## config.mk

```make
export PLATFORM = sky130hd
export DESIGN_NAME = etc_timekeeper
export DESIGN_NICKNAME = d
export VERILOG_FILES = /design/src/rtl/etc_pkg.sv /design/src/rtl/etc_prescaler.sv /design/src/rtl/etc_up_counter.sv /design/src/rtl/etc_alarm.sv /design/src/rtl/etc_timekeeper.sv
export SDC_FILE = /design/constraint.sdc
export NUM_CORES = 1
export LEC_CHECK = 0
export BUFFER_PORTS_ARGS = -buffer_cell sky130_fd_sc_hd__buf_4
export CAP_MARGIN = 0
export CORE_ASPECT_RATIO = 0.9
export CORE_MARGIN = 2
export CORE_UTILIZATION = 40
export CTS_CLUSTER_SIZE = 14
export DETAILED_ROUTE_END_ITERATION = 12
export HOLD_SLACK_MARGIN = 0.05
export PLACE_DENSITY = 0.71
export SETUP_SLACK_MARGIN = 0.5
export SLEW_MARGIN = 10
export SYNTH_ARGS = -nofsm -noshare
export SYNTH_HDL_FRONTEND = slang
export SYNTH_SLANG_ARGS = --single-unit
```

## constraint.sdc

```tcl
create_clock -name clk_i -period 3.4 [get_ports clk_i]
set_input_delay 0.17 -clock clk_i [delete_from_list [all_inputs] [get_ports clk_i]]
set_output_delay 0.17 -clock clk_i [all_outputs]
set_load 0.02 [all_outputs]
```

## src/rtl/etc_pkg.sv

```systemverilog
package etc_pkg;
  localparam int CTRL_OSC_OFF   = 7;
  localparam int CTRL_ALM_CNT   = 3;
  localparam int CTRL_PIN_IRQ   = 2;
  localparam int CTRL_ALM_IRQ   = 0;
endpackage

```

## src/rtl/etc_prescaler.sv

```systemverilog
module etc_prescaler #(
  parameter int DIV1 = 4096,
  parameter int DIV2 = 8
) (
  input  logic clk_i,
  input  logic rst_ni,
  input  logic en_i,
  input  logic clr_i,
  output logic tick_o,
  output logic sqw_o
);
  localparam int W1 = (DIV1 > 1) ? $clog2(DIV1) : 1;
  localparam int W2 = (DIV2 > 1) ? $clog2(DIV2) : 1;

  logic [W1-1:0] ph1_q;
  logic [W2-1:0] ph2_q;
  logic          wrap1, wrap2;

  assign wrap1  = (ph1_q == W1'(DIV1 - 1));
  assign wrap2  = (ph2_q == W2'(DIV2 - 1));
  assign tick_o = en_i && wrap1 && wrap2 && !clr_i;
  assign sqw_o  = (ph1_q >= W1'(DIV1 / 2));

  always_ff @(posedge clk_i or negedge rst_ni) begin
    if (!rst_ni) begin
      ph1_q <= '0;
      ph2_q <= '0;
    end else if (clr_i) begin
      ph1_q <= '0;
      ph2_q <= '0;
    end else if (en_i) begin
      if (wrap1) begin
        ph1_q <= '0;
        ph2_q <= wrap2 ? '0 : ph2_q + W2'(1);
      end else begin
        ph1_q <= ph1_q + W1'(1);
      end
    end
  end
endmodule

```

## src/rtl/etc_up_counter.sv

```systemverilog
module etc_up_counter #(
  parameter int W = 32
) (
  input  logic         clk_i,
  input  logic         rst_ni,
  input  logic         load_i,
  input  logic [W-1:0] data_i,
  input  logic         inc_i,
  output logic [W-1:0] q_o
);
  always_ff @(posedge clk_i or negedge rst_ni) begin
    if (!rst_ni)     q_o <= '0;
    else if (load_i) q_o <= data_i;
    else if (inc_i)  q_o <= q_o + W'(1);
  end
endmodule

```

## src/rtl/etc_alarm.sv

```systemverilog
module etc_alarm #(
  parameter int W = 24
) (
  input  logic         clk_i,
  input  logic         rst_ni,
  input  logic         load_i,
  input  logic [W-1:0] data_i,
  input  logic         step_i,
  input  logic         clr_i,
  output logic [W-1:0] cnt_o,
  output logic         flag_o
);
  logic [W-1:0] reload_q;
  logic         expire;

  assign expire = step_i && !load_i && (cnt_o <= W'(1));

  always_ff @(posedge clk_i or negedge rst_ni) begin
    if (!rst_ni) begin
      cnt_o    <= '0;
      reload_q <= '0;
    end else if (load_i) begin
      cnt_o    <= data_i;
      reload_q <= data_i;
    end else if (step_i) begin
      cnt_o <= expire ? reload_q : cnt_o - W'(1);
    end
  end

  // set has priority so an expiry is never lost
  always_ff @(posedge clk_i or negedge rst_ni) begin
    if (!rst_ni)     flag_o <= 1'b0;
    else if (expire) flag_o <= 1'b1;
    else if (clr_i)  flag_o <= 1'b0;
  end
endmodule

```

## src/rtl/etc_timekeeper.sv

```systemverilog
module etc_timekeeper #(
  parameter int COUNT_W = 32,
  parameter int ALARM_W = 24,
  parameter int DIV1    = 4096,
  parameter int DIV2    = 8
) (
  input  logic               clk_i,
  input  logic               rst_ni,
  input  logic               osc_pulse_i,
  input  logic               cnt_wr_i,
  input  logic [COUNT_W-1:0] cnt_wdata_i,
  input  logic               alm_wr_i,
  input  logic [ALARM_W-1:0] alm_wdata_i,
  input  logic               ctrl_wr_i,
  input  logic [7:0]         ctrl_wdata_i,
  input  logic               flag_wr_i,
  input  logic               flag_wdata_i,
  output logic [COUNT_W-1:0] count_o,
  output logic [ALARM_W-1:0] alm_count_o,
  output logic               alm_flag_o,
  output logic [7:0]         ctrl_o,
  output logic               pin_n_o
);
  import etc_pkg::*;

  logic tick, sqw;

  always_ff @(posedge clk_i or negedge rst_ni) begin
    if (!rst_ni)        ctrl_o <= '0;
    else if (ctrl_wr_i) ctrl_o <= ctrl_wdata_i;
  end

  etc_prescaler #(.DIV1(DIV1), .DIV2(DIV2)) u_pre (
    .clk_i  (clk_i),
    .rst_ni (rst_ni),
    .en_i   (osc_pulse_i && !ctrl_o[CTRL_OSC_OFF]),
    .clr_i  (cnt_wr_i),
    .tick_o (tick),
    .sqw_o  (sqw)
  );

  etc_up_counter #(.W(COUNT_W)) u_cnt (
    .clk_i  (clk_i),
    .rst_ni (rst_ni),
    .load_i (cnt_wr_i),
    .data_i (cnt_wdata_i),
    .inc_i  (tick),
    .q_o    (count_o)
  );

  etc_alarm #(.W(ALARM_W)) u_alm (
    .clk_i  (clk_i),
    .rst_ni (rst_ni),
    .load_i (alm_wr_i),
    .data_i (alm_wdata_i),
    .step_i (tick && ctrl_o[CTRL_ALM_CNT]),
    .clr_i  (flag_wr_i && !flag_wdata_i),
    .cnt_o  (alm_count_o),
    .flag_o (alm_flag_o)
  );

  assign pin_n_o = ctrl_o[CTRL_PIN_IRQ] ? !(alm_flag_o && ctrl_o[CTRL_ALM_IRQ]) : sqw;
endmodule

```

==> reports/results.txt <==
Clock root buffer master: clkbuf_16. Among all cell types in the netlist, the one instantiated most often is dfrtp_1. Post-detailed-route count of antenna-violating nets: 0.

The finished layout cell area is 7760 µm², and the count of synthesis-stage warnings from yosys is 0. The core region area is 13900 µm², and the clock-pin slew on the worst setup and hold paths is 0.07 ns. The run gives 0.2650 mV as the maximum VDD drop. Critical path launch point type: a register. The aggregate routed wire length is 15160 µm, and the number of instances in the synthesized netlist is 603. The required time of the critical path came out at 3.65 ns. Proportion of layout cells with a drive suffix above 1: 0.2601.

The run gives 0.01253 ns as the worst setup skew after layout. The final estimated routing congestion in global placement was 0.8734. In this run the power density over the cells is 395.0 nW/µm².

After the first detailed-routing iteration, the DRC count stood at 492. The number of synthesized flops with an enable pin was 0. Relative to the synthesized area, the layout overhead comes to 37.79%. The worst hold path belongs to the class in2reg. The minimum period implied by the final worst setup slack came out at 2.741 ns. The part of the cycle the worst path needs is 0.8062. When the netlist entered floorplanning its net count stood at 682.

The number of antenna diodes in the final layout is 0. For the minimum setup slack after placement, the log shows 0.6692 ns. The logs give 0 ns for the accumulated negative setup slack and 0 for the final count of pins violating max slew. The async set-or-reset flop fraction in the synthesized netlist is 1.000.

For the tightest slew margin relative to the limit, the log shows 0.4493. During I/O placement, the number of pins put on the boundary was 138. The filler cells instantiated in the layout total 1210. Setup repair after global routing left no endpoint under its margin. The fraction of synthesized cell area taken by the top area cell type works out to 0.4621. The run gives 3.00 ns as the data arrival time of the critical path.

The number of flip-flops and latches in the synthesized netlist came out at 104. In this run the worst path has a maximum fanout of 9. The flow ran to the end, and the final reports show no timing, DRC or antenna violations. Buffers inserted during clock tree synthesis total 9. For this design the static power due to leakage is 0.003269 µW. The routed wirelength normalized by instance count was 15.33 µm; the width of the chip was 129.1 µm.

The number of input and output port buffers inserted is 137. The critical path is of the reg2reg type. The first global-routing pass estimated 24580 µm of wire. The leading register cell type out of synthesis is dfrtp_1.

The logs give 912 for the number of instances in the placed design and 0 for the leftover overflow at the end of global routing. The tools report the global-route usage over all layers as 0.2065. The logs give 0 for the final count of hold timing violations and 41 for the number of standard-cell rows in the floorplan. The clock latency on the worst-skew pair was 0.36 ns. For this run, the detailed router's first-pass iteration total came to 5. The vertical die dimension came out at 116.6 µm.

The capturing element type of the critical path is a register. The post-route worst setup slack came out at 0.6589 ns. In this run the cell area of the synthesized design comes to 5632 µm². The count of cells in the finished layout, fillers not included, comes to 989. The number of antenna violations at the first check in global routing is 0, and the number of buffers on the longest clock path is 2.

The placed instances occupy a cell area of 6848 µm². Sequential fraction of the synthesis area: 0.4621. The routed layout has 5225 vias. At the end of the flow, the number of nets in the layout was 870. Based on the critical path, the design can be clocked at up to 364.8 MHz. The measured slew at the worst slew-check pin was 0.8261 ns. The tools report the number of sinks driven by the clock tree as 104. The run gives 0.4051 as the initial standard-cell utilization of the core. The via count normalized by instance count was 5.283; the total DRC errors in the routed layout was 0.

Counting instances in the post-synthesis netlist gives the leading cell types as dfrtp_1 (104), nand2_1 (66), o21ai_0 (60). Each instance of the synthesized netlist takes up on average 9.339 µm². Entering global routing, the biggest net connects 85 pins. Ranked by total cell area, the synthesized netlist is headed by dfrtp_1 (46%), o21ai_0 (5.3%), mux2_2 (5.0%). TritonCTS built the clock tree. The total setup violations reported at the end of the flow is 0, and the number of distinct standard cells referenced by the synthesized netlist is 60. The tools report the sum of net half-perimeters after detailed placement as 10330 µm. The floorplan step defined a die boundary enclosing 15050 µm². The via count of the first global-routing pass was 5087. Cell taking the most area after synthesis: dfrtp_1. The count of max-cap constraint violations was 0; the number of H-tree levels was 3.
[cell type report]
cell class / instances / area, µm² / share of cell area
multi-input combinational: 446 / 2825 / 0.3641
tap: 193 / 241.5 / 0.03112
clock inverter: 6 / 51.30 / 0.006611
sequential: 104 / 2603 / 0.3354
timing repair buffer: 209 / 1722 / 0.2219
clock buffer: 10 / 239.0 / 0.03080
inverter: 21 / 78.83 / 0.01016
[repair_timing]
item	CTS	global route
gates resized for setup	0	2
endpoints found under the hold margin	125	0
setup buffers	0	0
endpoints found under the setup margin	0	5
hold buffers	61	0
[cells in the final DEF, fill, tap and decap left out, types with 6 or more instances in the layout]
cell type	count
nor3_1	31
a211oi_1	9
o21ai_0	60
nand3_1	18
a21oi_1	28
buf_4	148
dfrtp_1	104
nand4_1	13
nand2_1	66
mux2_2	25
xor2_1	22
mux2i_1	6
ha_1	7
clkbuf_16	9
inv_1	21
xnor2_1	20
nor4_1	9
nor2b_1	14
nor2_1	35
dlygate4sd3_1	61
[flip-flops by register name, summed over array words and instances (netlist names)]
| signal | cells |
|---|---|
| u_pre.ph1_q | 12 |
| u_alm.cnt_o | 24 |
| u_alm.flag_o | 1 |
| u_cnt.q_o | 32 |
| u_alm.reload_q | 24 |
| u_pre.ph2_q | 3 |
| ctrl_o | 8 |
[critical path, cell delays in order, from the launching register on]
cell and delay (ns):
dfrtp_1 0.46, inv_1 0.10, ha_1 0.21, or4b_1 0.63
or4_4 0.61, nor3b_2 0.21, xnor2_1 0.14, a21oi_1 0.09
a21o_1 0.18
[power breakdown]
| group | total [µW] | internal (µW) | switching (µW) | leakage (µW) |
|---|---|---|---|---|
| Clock | 1020 | 526 | 493 | 0.000140 |
| Sequential | 1460 | 1340 | 120 | 0.00127 |
| Combinational | 588 | 298 | 290 | 0.00186 |
[cell families after synthesis]
family | share of synthesized area
simple gates | 0.2126
compound gates | 0.1455
flops | 0.4621
buf+inv | 0.03821
xor+xnor | 0.06532
mux | 0.06065
fa+ha+maj | 0.01555
[final timing paths]
| check | start | endpoint | slack [ns] | depth (start not counted) |
|---|---|---|---|---|
| min | alm_wdata_i[16] | u_alm.reload_q[16] | 0.06 | 2 |
| max reg2reg | u_alm.cnt_o[0] | u_alm.cnt_o[20] | 0.66 | 8 |
| min in group asynchronous | rst_ni | u_alm.cnt_o[23] | 0.45 | 2 |
| max | u_alm.cnt_o[0] | u_alm.cnt_o[20] | 0.66 | 8 |
| min reg2reg | u_alm.reload_q[4] | u_alm.reload_q[4] | 0.51 | 1 |
| max in group asynchronous | rst_ni | ctrl_o[5] | 2.13 | 3 |
[routing by layer]
metal  vias up  track usage  part of all wire
li1       2515            -                 -
met1      2527       0.2721              0.44
met2       162       0.3362              0.48
met3        21      0.05680             0.057
met4         0      0.05942             0.017
met5         -            0                 0
[metrics by stage]
step	hold slack, ns	power, µW	util
6_report	0.06407	3065	0.5582
5_1_grt	0.05433	3223	0.5582
2_1_floorplan	-0.1256	1735	-
4_1_cts	0.05092	3093	0.5574
3_3_place_gp	0.3057	1992	0.4926
3_5_place_dp	0.3168	2010	0.4926
No activity file was read; power rests on OpenSTA's default activity.
